### src/rtl/sram_ctrl_pkg.sv
`timescale 1ns/1ps
// Package: shared state type and the nanosecond-to-cycle conversion
// used by the SRAM timing controller. Assumes positive clock periods.
package sram_ctrl_pkg;

    typedef enum logic [2:0] {
        ST_IDLE  = 3'd0,
        ST_READ  = 3'd1,
        ST_WWAIT = 3'd2,
        ST_WRITE = 3'd3,
        ST_RECOV = 3'd4,
        ST_DONE  = 3'd5
    } seq_state_t;

    // Round a time in ns up to whole clock cycles.
    function automatic int ns_to_cycles(input int t_ns, input int period_ns);
        if (t_ns <= 0) return 0;
        return (t_ns + period_ns - 1) / period_ns;
    endfunction

    function automatic int imax(input int a, input int b);
        return (a > b) ? a : b;
    endfunction

    // Pick the figure for the speed grade (0 = fast, 1 = slow).
    function automatic int by_grade(input int grade, input int fast_ns, input int slow_ns);
        return (grade == 0) ? fast_ns : slow_ns;
    endfunction

    // Cycles of recovery needed after an access of busy cycles so that the
    // next start is at least cyc cycles after this one (two cycles of
    // ack/idle always separate them).
    function automatic int recovery(input int cyc, input int busy);
        return (cyc > busy + 2) ? (cyc - busy - 2) : 0;
    endfunction

endpackage

### src/rtl/sram_float_guard.sv
`timescale 1ns/1ps
// Module: sram_float_guard
// Counts the memory's output-float time after a read releases output
// enable, and reports when the data bus may be driven again.
// Assumes rd_release pulses on the clock edge where output enable rises.
module sram_float_guard #(
    parameter int FLOAT_CYC = 2,
    parameter int CNT_W     = 4
) (
    input  logic clk,
    input  logic rst_n,
    input  logic rd_release,
    output logic bus_free
);
    localparam logic [CNT_W-1:0] LOAD_VAL =
        (FLOAT_CYC > 0) ? CNT_W'(FLOAT_CYC - 1) : '0;

    logic [CNT_W-1:0] flt_cnt;

    // Load the float window on read release, then count down to zero.
    always_ff @(posedge clk) begin
        if (!rst_n) begin
            flt_cnt <= '0;
        end else if (rd_release) begin
            flt_cnt <= LOAD_VAL;
        end else if (flt_cnt != '0) begin
            flt_cnt <= flt_cnt - 1'b1;
        end
    end

    assign bus_free = (flt_cnt == '0);

endmodule

### src/rtl/sram_datapath.sv
`timescale 1ns/1ps
// Module: sram_datapath
// Holds the address and write byte of the accepted request for the whole
// access, and captures the read byte when the sequencer says so.
// Assumes load and capture never occur in the same cycle.
module sram_datapath #(
    parameter int ADDR_W = 15,
    parameter int DATA_W = 8
) (
    input  logic              clk,
    input  logic              rst_n,
    input  logic              load,
    input  logic              capture,
    input  logic              ce_n,
    input  logic [ADDR_W-1:0] in_addr,
    input  logic [DATA_W-1:0] in_wdata,
    input  logic [DATA_W-1:0] bus_in,
    output logic [ADDR_W-1:0] mem_addr,
    output logic [DATA_W-1:0] bus_out,
    output logic [DATA_W-1:0] rdata
);
    logic [ADDR_W-1:0] addr_q;
    logic [DATA_W-1:0] wdata_q;
    logic [DATA_W-1:0] rdata_q;

    // Latch request address and write byte when the request is accepted.
    always_ff @(posedge clk) begin
        if (!rst_n) begin
            addr_q  <= '0;
            wdata_q <= '0;
        end else if (load) begin
            addr_q  <= in_addr;
            wdata_q <= in_wdata;
        end
    end

    // Sample the memory bus at the end of the read access window.
    always_ff @(posedge clk) begin
        if (!rst_n) begin
            rdata_q <= '0;
        end else if (capture) begin
            rdata_q <= bus_in;
        end
    end

    assign mem_addr = addr_q;
    assign bus_out  = wdata_q;
    assign rdata    = rdata_q;


    addr_hold_chk: assert property (@(posedge clk) disable iff (!rst_n)
        (!ce_n && $past(!ce_n)) |-> $stable(mem_addr));


    wdata_hold_chk: assert property (@(posedge clk) disable iff (!rst_n)
        (!ce_n && $past(!ce_n)) |-> $stable(bus_out));

endmodule

### src/rtl/sram_sequencer.sv
`timescale 1ns/1ps
// Module: sram_sequencer
// Cycle sequencer for the memory strobes: accepts a request in idle,
// times the read access or the write window, adds recovery to meet the
// cycle minimum and pulses ack for one cycle. Strobes are registered so
// they change only on clock edges. Assumes counts ACC_CYC, WE_CYC >= 1.
module sram_sequencer
    import sram_ctrl_pkg::*;
#(
    parameter int ACC_CYC  = 3,
    parameter int WE_CYC   = 2,
    parameter int RREC_CYC = 0,
    parameter int WREC_CYC = 0,
    parameter int CNT_W    = 4
) (
    input  logic clk,
    input  logic rst_n,
    input  logic req,
    input  logic req_write,
    input  logic bus_free,
    output logic load,
    output logic capture,
    output logic rd_release,
    output logic ce_n,
    output logic oe_n,
    output logic we_n,
    output logic dq_oe,
    output logic ack
);
    localparam logic [CNT_W-1:0] ACC_LOAD  = CNT_W'(ACC_CYC - 1);
    localparam logic [CNT_W-1:0] WE_LOAD   = CNT_W'(WE_CYC - 1);
    localparam logic [CNT_W-1:0] RREC_LOAD = (RREC_CYC > 0) ? CNT_W'(RREC_CYC - 1) : '0;
    localparam logic [CNT_W-1:0] WREC_LOAD = (WREC_CYC > 0) ? CNT_W'(WREC_CYC - 1) : '0;

    seq_state_t       state;
    logic [CNT_W-1:0] cnt;
    logic             cnt_zero;

    assign cnt_zero   = (cnt == '0);
    assign load       = (state == ST_IDLE) && req;
    assign capture    = (state == ST_READ) && cnt_zero;
    assign rd_release = capture;

    // Main state register: strobes, counter, ack.
    always_ff @(posedge clk) begin
        if (!rst_n) begin
            state <= ST_IDLE;
            cnt   <= '0;
            ce_n  <= 1'b1;
            oe_n  <= 1'b1;
            we_n  <= 1'b1;
            dq_oe <= 1'b0;
            ack   <= 1'b0;
        end else begin
            case (state)
                ST_IDLE: begin
                    if (req) begin
                        if (!req_write) begin
                            ce_n  <= 1'b0;
                            oe_n  <= 1'b0;
                            cnt   <= ACC_LOAD;
                            state <= ST_READ;
                        end else if (bus_free) begin
                            ce_n  <= 1'b0;
                            we_n  <= 1'b0;
                            dq_oe <= 1'b1;
                            cnt   <= WE_LOAD;
                            state <= ST_WRITE;
                        end else begin
                            state <= ST_WWAIT;
                        end
                    end
                end
                ST_READ: begin
                    if (cnt_zero) begin
                        ce_n <= 1'b1;
                        oe_n <= 1'b1;
                        if (RREC_CYC > 0) begin
                            cnt   <= RREC_LOAD;
                            state <= ST_RECOV;
                        end else begin
                            ack   <= 1'b1;
                            state <= ST_DONE;
                        end
                    end else begin
                        cnt <= cnt - 1'b1;
                    end
                end
                ST_WWAIT: begin
                    if (bus_free) begin
                        ce_n  <= 1'b0;
                        we_n  <= 1'b0;
                        dq_oe <= 1'b1;
                        cnt   <= WE_LOAD;
                        state <= ST_WRITE;
                    end
                end
                ST_WRITE: begin
                    if (cnt_zero) begin
                        ce_n  <= 1'b1;
                        we_n  <= 1'b1;
                        dq_oe <= 1'b0;
                        if (WREC_CYC > 0) begin
                            cnt   <= WREC_LOAD;
                            state <= ST_RECOV;
                        end else begin
                            ack   <= 1'b1;
                            state <= ST_DONE;
                        end
                    end else begin
                        cnt <= cnt - 1'b1;
                    end
                end
                ST_RECOV: begin
                    if (cnt_zero) begin
                        ack   <= 1'b1;
                        state <= ST_DONE;
                    end else begin
                        cnt <= cnt - 1'b1;
                    end
                end
                ST_DONE: begin
                    ack   <= 1'b0;
                    state <= ST_IDLE;
                end
                default: begin
                    state <= ST_IDLE;
                end
            endcase
        end
    end


    wr_oe_off_chk: assert property (@(posedge clk) disable iff (!rst_n)
        !we_n |-> (oe_n && !ce_n));


    wr_bus_on_chk: assert property (@(posedge clk) disable iff (!rst_n)
        !we_n |-> dq_oe);


    bus_only_in_write_chk: assert property (@(posedge clk) disable iff (!rst_n)
        dq_oe |-> !we_n);


    wr_end_together_chk: assert property (@(posedge clk) disable iff (!rst_n)
        $rose(we_n) |-> $rose(ce_n));


    rd_strobes_chk: assert property (@(posedge clk) disable iff (!rst_n)
        !oe_n |-> (!ce_n && we_n));


    ack_single_chk: assert property (@(posedge clk) disable iff (!rst_n)
        ack |=> !ack);


    ack_idle_strobes_chk: assert property (@(posedge clk) disable iff (!rst_n)
        ack |-> (ce_n && oe_n && we_n));

endmodule

### src/rtl/sram_ctrl.sv
`timescale 1ns/1ps
// Module: sram_ctrl (top)
// Synchronous controller for a 32K x 8 asynchronous SRAM. Converts the
// memory's timing figures for the chosen speed grade into cycle counts
// and wires the sequencer, float guard and datapath together.
// Assumes the master holds req until ack and drops it in the ack cycle.
module sram_ctrl
    import sram_ctrl_pkg::*;
#(
    parameter int CLK_PERIOD_NS = 10,
    parameter int SPEED_GRADE   = 0,
    parameter int ADDR_W        = 15,
    parameter int DATA_W        = 8
) (
    input  logic              clk,
    input  logic              rst_n,
    input  logic              req,
    input  logic              req_write,
    input  logic [ADDR_W-1:0] req_addr,
    input  logic [DATA_W-1:0] req_wdata,
    output logic              ack,
    output logic [DATA_W-1:0] rdata,
    output logic              mem_ce_n,
    output logic              mem_oe_n,
    output logic              mem_we_n,
    output logic [ADDR_W-1:0] mem_addr,
    output logic [DATA_W-1:0] mem_dq_out,
    output logic              mem_dq_oe,
    input  logic [DATA_W-1:0] mem_dq_in
);
    // Timing figures in ns for the selected grade.
    localparam int T_ACC_NS = imax(imax(by_grade(SPEED_GRADE, 25, 45),
                                        by_grade(SPEED_GRADE, 25, 45)),
                                   by_grade(SPEED_GRADE, 13, 25));
    localparam int T_WIN_NS = imax(imax(by_grade(SPEED_GRADE, 15, 25),
                                        by_grade(SPEED_GRADE, 12, 20)),
                                   by_grade(SPEED_GRADE, 15, 25));
    localparam int T_RC_NS  = by_grade(SPEED_GRADE, 25, 45);
    localparam int T_WC_NS  = by_grade(SPEED_GRADE, 25, 45);
    localparam int T_FLT_NS = by_grade(SPEED_GRADE, 12, 20);

    // Cycle counts derived from the clock period.
    localparam int N_ACC  = imax(1, ns_to_cycles(T_ACC_NS, CLK_PERIOD_NS));
    localparam int N_WE   = imax(1, ns_to_cycles(T_WIN_NS, CLK_PERIOD_NS));
    localparam int N_RC   = ns_to_cycles(T_RC_NS, CLK_PERIOD_NS);
    localparam int N_WC   = ns_to_cycles(T_WC_NS, CLK_PERIOD_NS);
    localparam int N_FLT  = ns_to_cycles(T_FLT_NS, CLK_PERIOD_NS);
    localparam int N_RREC = recovery(N_RC, N_ACC);
    localparam int N_WREC = recovery(N_WC, N_WE);
    localparam int N_MAX  = imax(imax(N_ACC, N_WE), imax(imax(N_RREC, N_WREC), N_FLT));
    localparam int CNT_W  = $clog2(N_MAX + 1) + 1;

    logic load;
    logic capture;
    logic rd_release;
    logic bus_free;

    sram_sequencer #(
        .ACC_CYC  (N_ACC),
        .WE_CYC   (N_WE),
        .RREC_CYC (N_RREC),
        .WREC_CYC (N_WREC),
        .CNT_W    (CNT_W)
    ) u_seq (
        .clk        (clk),
        .rst_n      (rst_n),
        .req        (req),
        .req_write  (req_write),
        .bus_free   (bus_free),
        .load       (load),
        .capture    (capture),
        .rd_release (rd_release),
        .ce_n       (mem_ce_n),
        .oe_n       (mem_oe_n),
        .we_n       (mem_we_n),
        .dq_oe      (mem_dq_oe),
        .ack        (ack)
    );

    sram_float_guard #(
        .FLOAT_CYC (N_FLT),
        .CNT_W     (CNT_W)
    ) u_float (
        .clk        (clk),
        .rst_n      (rst_n),
        .rd_release (rd_release),
        .bus_free   (bus_free)
    );

    sram_datapath #(
        .ADDR_W (ADDR_W),
        .DATA_W (DATA_W)
    ) u_dp (
        .clk      (clk),
        .rst_n    (rst_n),
        .load     (load),
        .capture  (capture),
        .ce_n     (mem_ce_n),
        .in_addr  (req_addr),
        .in_wdata (req_wdata),
        .bus_in   (mem_dq_in),
        .mem_addr (mem_addr),
        .bus_out  (mem_dq_out),
        .rdata    (rdata)
    );


    drive_after_float_chk: assert property (@(posedge clk) disable iff (!rst_n)
        $rose(mem_dq_oe) |-> $past(bus_free));


    no_contention_chk: assert property (@(posedge clk) disable iff (!rst_n)
        mem_dq_oe |-> mem_oe_n);

endmodule

### config.mk
export PLATFORM = sky130hd
export DESIGN_NAME = sram_ctrl
export DESIGN_NICKNAME = d
export VERILOG_FILES = /design/src/rtl/sram_ctrl_pkg.sv /design/src/rtl/sram_float_guard.sv /design/src/rtl/sram_datapath.sv /design/src/rtl/sram_sequencer.sv /design/src/rtl/sram_ctrl.sv
export SDC_FILE = /design/constraint.sdc
export NUM_CORES = 1
export LEC_CHECK = 0
export BUFFER_PORTS_ARGS = -buffer_cell sky130_fd_sc_hd__buf_4
export CAP_MARGIN = 40
export CORE_AREA = 2 2 74 76
export DETAILED_ROUTE_END_ITERATION = 7
export DIE_AREA = 0 0 76 78
export GPL_TIMING_DRIVEN = 1
export PLACE_DENSITY_LB_ADDON = 0.12
export SLEW_MARGIN = 30
export SYNTH_ARGS = -nofsm -noshare
export SYNTH_HDL_FRONTEND = slang
export SYNTH_SLANG_ARGS = --single-unit
export TNS_END_PERCENT = 10
### constraint.sdc
create_clock -name clk -period 4 [get_ports clk]
set_clock_uncertainty 0.2 [all_clocks]
set_input_delay 0.4 -clock clk [delete_from_list [all_inputs] [get_ports clk]]
set_output_delay 0.4 -clock clk [all_outputs]
set_load 0.01 [all_outputs]
After elaboration in Yosys (flattened, before gate mapping)
Cells that the tools add are included.
Cells by class
  add/subtract/negate cells: 2
  equal/unequal tests: 14
  mux-type cells: 31
  bitwise logic cells: 1
  reductions and logical operators: 21
Operators with widths (number)
  3-bit two-way mux: 8
  3-bit one-hot mux with 3 select lines: 2
  1-bit two-way mux: 16
  3-bit nonzero test: 4
  2-bit != test, second input constant: 5
  3-bit zero test: 3
  1-bit one-hot mux with 3 select lines: 3
  3-bit AND reduction: 3
  2-bit by 1-bit != test with 1-bit output, second input constant: 4
  4-bit AND reduction: 2
  3-bit by 2-bit equality test with 1-bit output, second input constant: 2
  3-bit equality test, second input constant: 2
  2-bit nonzero test: 3
  3-bit by 1-bit subtractor with 3-bit output, second input constant: 2
  1-bit one-hot mux with 2 select lines: 2
  2-bit OR reduction: 2
  3-bit by 1-bit equality test with 1-bit output, second input constant: 1
  3-bit OR reduction: 1
  1-bit logical AND: 2
  2-bit AND reduction: 1
  1-bit inverter: 1
Storage, ports and cells
  flip-flop bits (word level): 45
  input bits: 35
  output and inout port bits: 36
  logic and storage cells: 81

Longest topological paths before layout
  depth after elaboration: 5
  depth in mapped cells: 7
  mapped depth without buffers: 6

Cells and area by module
A second synthesis with hierarchy kept.
Unflattened totals
  cell total of the unflattened synthesis: 213
  area, all modules: 2108.3 sq um
By module, submodules not included
  sram_datapath: instances 1, cells each 100, area an instance 1194.9 sq um, seq. area each 620.6 sq um
  sram_sequencer: instances 1, cells each 94, area an instance 735.7 sq um, seq. area each 220.2 sq um
  sram_float_guard: instances 1, cells each 19, area an instance 177.7 sq um, seq. area each 60.1 sq um

Worst setup path before layout
No wires, ideal clock.
  path type: register -> register
  start: register u_seq.cnt[1]
  end: register u_seq.oe_n
  library setup time: 117 ps
  data arrival time: 1386 ps
  required time: 3683 ps
  slack: 2296 ps
  stages on the path, launching flop included: 8
  buffers on the path: 1
  clock period less this slack: 1704 ps
  cells stage by stage: dfxtp_1 inv_1 ha_1 and4bb_1 and2_1 buf_6 nand2b_4 nand2b_1
Between the ends
  longest elaborated chain between the ends: 3
RTL lines
  from (decl): line sram_sequencer.sv:36  | logic [CNT_W-1:0] cnt;
  from (signal assigned): line sram_sequencer.sv:86  | cnt <= cnt - 1'b1;
  from (signal assigned): line sram_sequencer.sv:111  | cnt <= cnt - 1'b1;
  from (signal assigned): line sram_sequencer.sv:119  | cnt <= cnt - 1'b1;
  3-bit zero test: line sram_sequencer.sv:39  | assign cnt_zero = (cnt == '0);
  2-bit by 1-bit != test with 1-bit output (no source line)
  4-bit AND reduction (no source line)
  to (signal assigned): line sram_sequencer.sv:50  | oe_n <= 1'b1;
  to (signal assigned): line sram_sequencer.sv:60  | oe_n <= 1'b0;
  to (signal assigned): line sram_sequencer.sv:77  | oe_n <= 1'b1;
  to (decl): line sram_sequencer.sv:25  | output logic oe_n,
Every way passes these cells.
A chain may end at the register's enable or synchronous reset.

Worst setup path after layout
  start: register u_seq.state[0]
  end: register u_dp.rdata_q[1], in the netlist u_dp.rdata[1]
Between the ends
  longest elaborated chain between the ends: 2
RTL lines
  from (decl): line sram_sequencer.sv:35  | seq_state_t state;
  from (signal assigned): line sram_sequencer.sv:47  | state <= ST_IDLE;
  from (signal assigned): line sram_sequencer.sv:62  | state <= ST_READ;
  from (signal assigned): line sram_sequencer.sv:68  | state <= ST_WRITE;
  3-bit by 1-bit equality test with 1-bit output: line sram_sequencer.sv:41  | assign capture = (state == ST_READ) && cnt_zero;
  1-bit logical AND: line sram_sequencer.sv:41
  to (signal assigned): line sram_datapath.sv:42  | rdata_q <= bus_in;
  to (decl): line sram_datapath.sv:24  | logic [DATA_W-1:0] rdata_q;
Every way passes these cells.

==> summary.md <==
| Metric | Value |
|---|---|
| DR vias | 1818 |
| WS Path Type | flop to flop |
| Top cells by count, synth | 51 x nand2_1, 45 x dfxtp_1, 30 x a21oi_1 |
| Net Count, Synth | 277 |
| Cell Pwr Density | 737.5 nW/µm² |
| Crit path cell chain | and4bb_1, and2_1, mux2i_1, nor2_1 |
| RSZ-0062 raised after global routing | false |
| Area after DPL | about 2500 µm² |
| Post-Syn Area | 1969 µm² |
| Status | complete, no violations |
| N_diodes | 0 |
| Fin. max-slew vios | 0 |
| Fin Setup TNS | 0 ns |
| Postcts setup bufs | 0 |
| Most frequent cell after synthesis | nand2_1 |
| Mean Syn Cell Area | 8.275 µm² |
| Final ANT Viol Nets | 0 |
| Initial antenna violation count | 0 |
| Final nets | 343 |
| Post-synthesis register bit count | 45 |
| Clock insertion delay at the later pin of the skew report | around 0.30 ns |
| Die Span Y | between 70 and 80 µm |
| Non-Filler Instances | 375 |
| Pre-Repair DR Iteration Count | 6 |
| Resized cells post-CTS | 0 |
| Die ar. | about 6000 µm² |
| Worst-margin pin slew | about 0.64 ns |
| First-pass GRT wire length | roughly 7.5 mm |
| Num rows | 26 |
| Clk pin slew, worst setup/hold paths | about 0.080 ns |
| Max-Cap Viols | 0 |
| Post-synth EDFFs | 0 |
| Synth top area cells | dfxtp_1 46%, nand2_1 9.7%, a21oi_1 7.6% |
| Cts bufs inserted | 5 |
| CP max stage cell | dfxtp_1 |
| Effective utilization at floorplan | about two fifths |
| Synth cell types | 44 |
| Final GP Congestion | ~0.84 |
| CTS tree | built |
| Total Power | 1.949 mW |
| Area share of the largest cell type after synthesis | 45.74% |
| Drt initial violations | about 130 |
| Worst path required time | roughly 4.0 ns |
| CTS Sinks | 45 |
| # DRC | 0 |
| Leakage | between 1 and 1.5 nW |
| H-tree depth | 2 |
| Crit-path max FO | 18 |
| Worst setup EP type | flop |
| Startpoint types | flop |
| Ys Warns | 0 |
| Share of cells above drive strength 1 | between 20 and 30% |
| Hpwl dp | roughly 3.2 mm |
| Arr. time, crit path | approximately 2.1 ns |
| Largest net degree at the start of global routing | 38 |
| Slowest stage delay, CP | 0.68 ns |
| Die X | between 70 and 80 µm |
| Period Utilization, post-route | between 50% and 60% |
| Worst slew margin | between 50 and 60% |
| Total Wirelength | 4.569 mm |
| Min Tclk post-route | between 2 and 2.5 ns |
| Core Region | 5042 µm² |
| Fill cells | 494 |
| Register area share after synthesis | a little under half |
| Worst Hold Class | input port to flop |
| Total track usage | 15.60% |
| Setup WS pre-CTS | ~1.9 ns |
| Vias in the first global route | 1666 |
| CTS Hold Bufs | 0 |
| Final Hold Fails | 0 |
| Final Instance Area | 2643 µm² |
| Post-DR vias/cell | 4.848 |
| VDD IR-drop max | just under 0.3 mV |
| Placed Instances | between 300 and 400 |
| Post-synth top flop | dfxtp_1 |
| Cell count after synthesis | between 200 and 250 |
| Setup violators final | 0 |
| CTS max path bufs | 2 |
| GR Overflow Total | 0 |
| IO buf count | 70 |
| # IOs | between 70 and 80 |
| Area leader, netlist | dfxtp_1 |
| Setup ws final | approximately 1.8 ns |
| P&R area growth vs syn | 34.18% |
| Wire length per cell | about 12 µm |
| Clk root buf | clkbuf_8 |
| FMAX | around 460 MHz |
| Async S/R FF share, synth | 0% |
cell families (layout without fill, tap and decap cells):
group           Yosys count  in the layout  synth area share, %
flops                    45             45                45.74
simple gates            100            100                23.19
mux                       9              9                4.575
compound gates           57             57                18.04
buf+inv                  22             89                5.463
fa+ha+maj                 4              4                2.541
xor+xnor                  1              1               0.4448
final timing paths:
kind / slack, ns / to / start / cells past startpoint
worst max-delay path: 1.85 / u_dp.rdata[1]$_SDFFE_PN0P_ / u_seq.state[0]$_SDFFE_PN0P_ / 4
worst min-delay path: 0.13 / u_dp.rdata[2]$_SDFFE_PN0P_ / mem_dq_in[2] / 3
worst max register to register: 1.85 / u_dp.rdata[1]$_SDFFE_PN0P_ / u_seq.state[0]$_SDFFE_PN0P_ / 4
worst min register to register: 0.25 / u_seq.dq_oe$_SDFFE_PN0P_ / u_seq.dq_oe$_SDFFE_PN0P_ / 2
sequential cells by signal, summed over array words and instances (netlist names):
register,cells
u_float.flt_cnt,3
u_seq.cnt,3
u_seq.ack,1
u_seq.state,3
u_dp.rdata,8
u_dp.bus_out,8
u_seq.oe_n,1
u_seq.we_n,1
u_dp.mem_addr,15
u_seq.ce_n,1
u_seq.dq_oe,1
critical path, delay by kind of cell (launching register included):
family,cells,cell delay (ns)
multiplexers,1,0.25
AND/OR/NAND/NOR,3,0.88
flip-flops,1,0.68
routing by layer:
layer / up-vias / global-route usage [%] / part of all wire [%]
met3: 9 / 3.721 / 5.7
li1: 934 / - / -
met4: 0 / 7.636 / 2.0
met2: 53 / 25.98 / 48
met5: - / 0 / 0
met1: 822 / 18.98 / 44
report_power, final:
part	switching (mW)	leakage, nW	internal, mW
Sequential	0.122	0.369	0.580
Combinational	0.469	0.718	0.431
Clock	0.159	0.0554	0.188
Total	0.750	1.14	1.20
area by class of cell:
cell class              count  area (µm²)  share of cell area, %
repair buffers             72       548.0                  20.74
multi-input cells         171       960.9                  36.36
clock inverters             2       38.79                  1.468
inverters                   9       33.78                  1.278
clock buffers               6       72.57                  2.746
flip-flops and latches     45       900.9                  34.09
well taps                  70       87.58                  3.314
layout by cell type (no fill, tap or decap), types with 2 or more instances in the layout:
cell	n
and2_1	2
inv_1	8
buf_4	70
nor2_1	25
ha_1	4
o21ai_1	2
nor2b_1	5
buf_6	2
clkbuf_8	5
nand2_1	51
a21oi_1	30
nand2b_1	5
nor3_1	3
o21ai_0	4
a21o_1	2
a31oi_1	2
o22ai_1	3
dfxtp_1	45
a211oi_1	3
mux2i_1	9
through the flow:
step / hold slack, ns / util [%]
after floorplan: 0.2666 / -
after global routing: 0.1237 / 52.41
after detailed placement: 0.2408 / 49.75
after CTS: 0.1237 / 51.96
final: 0.1307 / 52.41
after global placement: 0.2383 / 49.75
(Power assumes the default switching activity.)
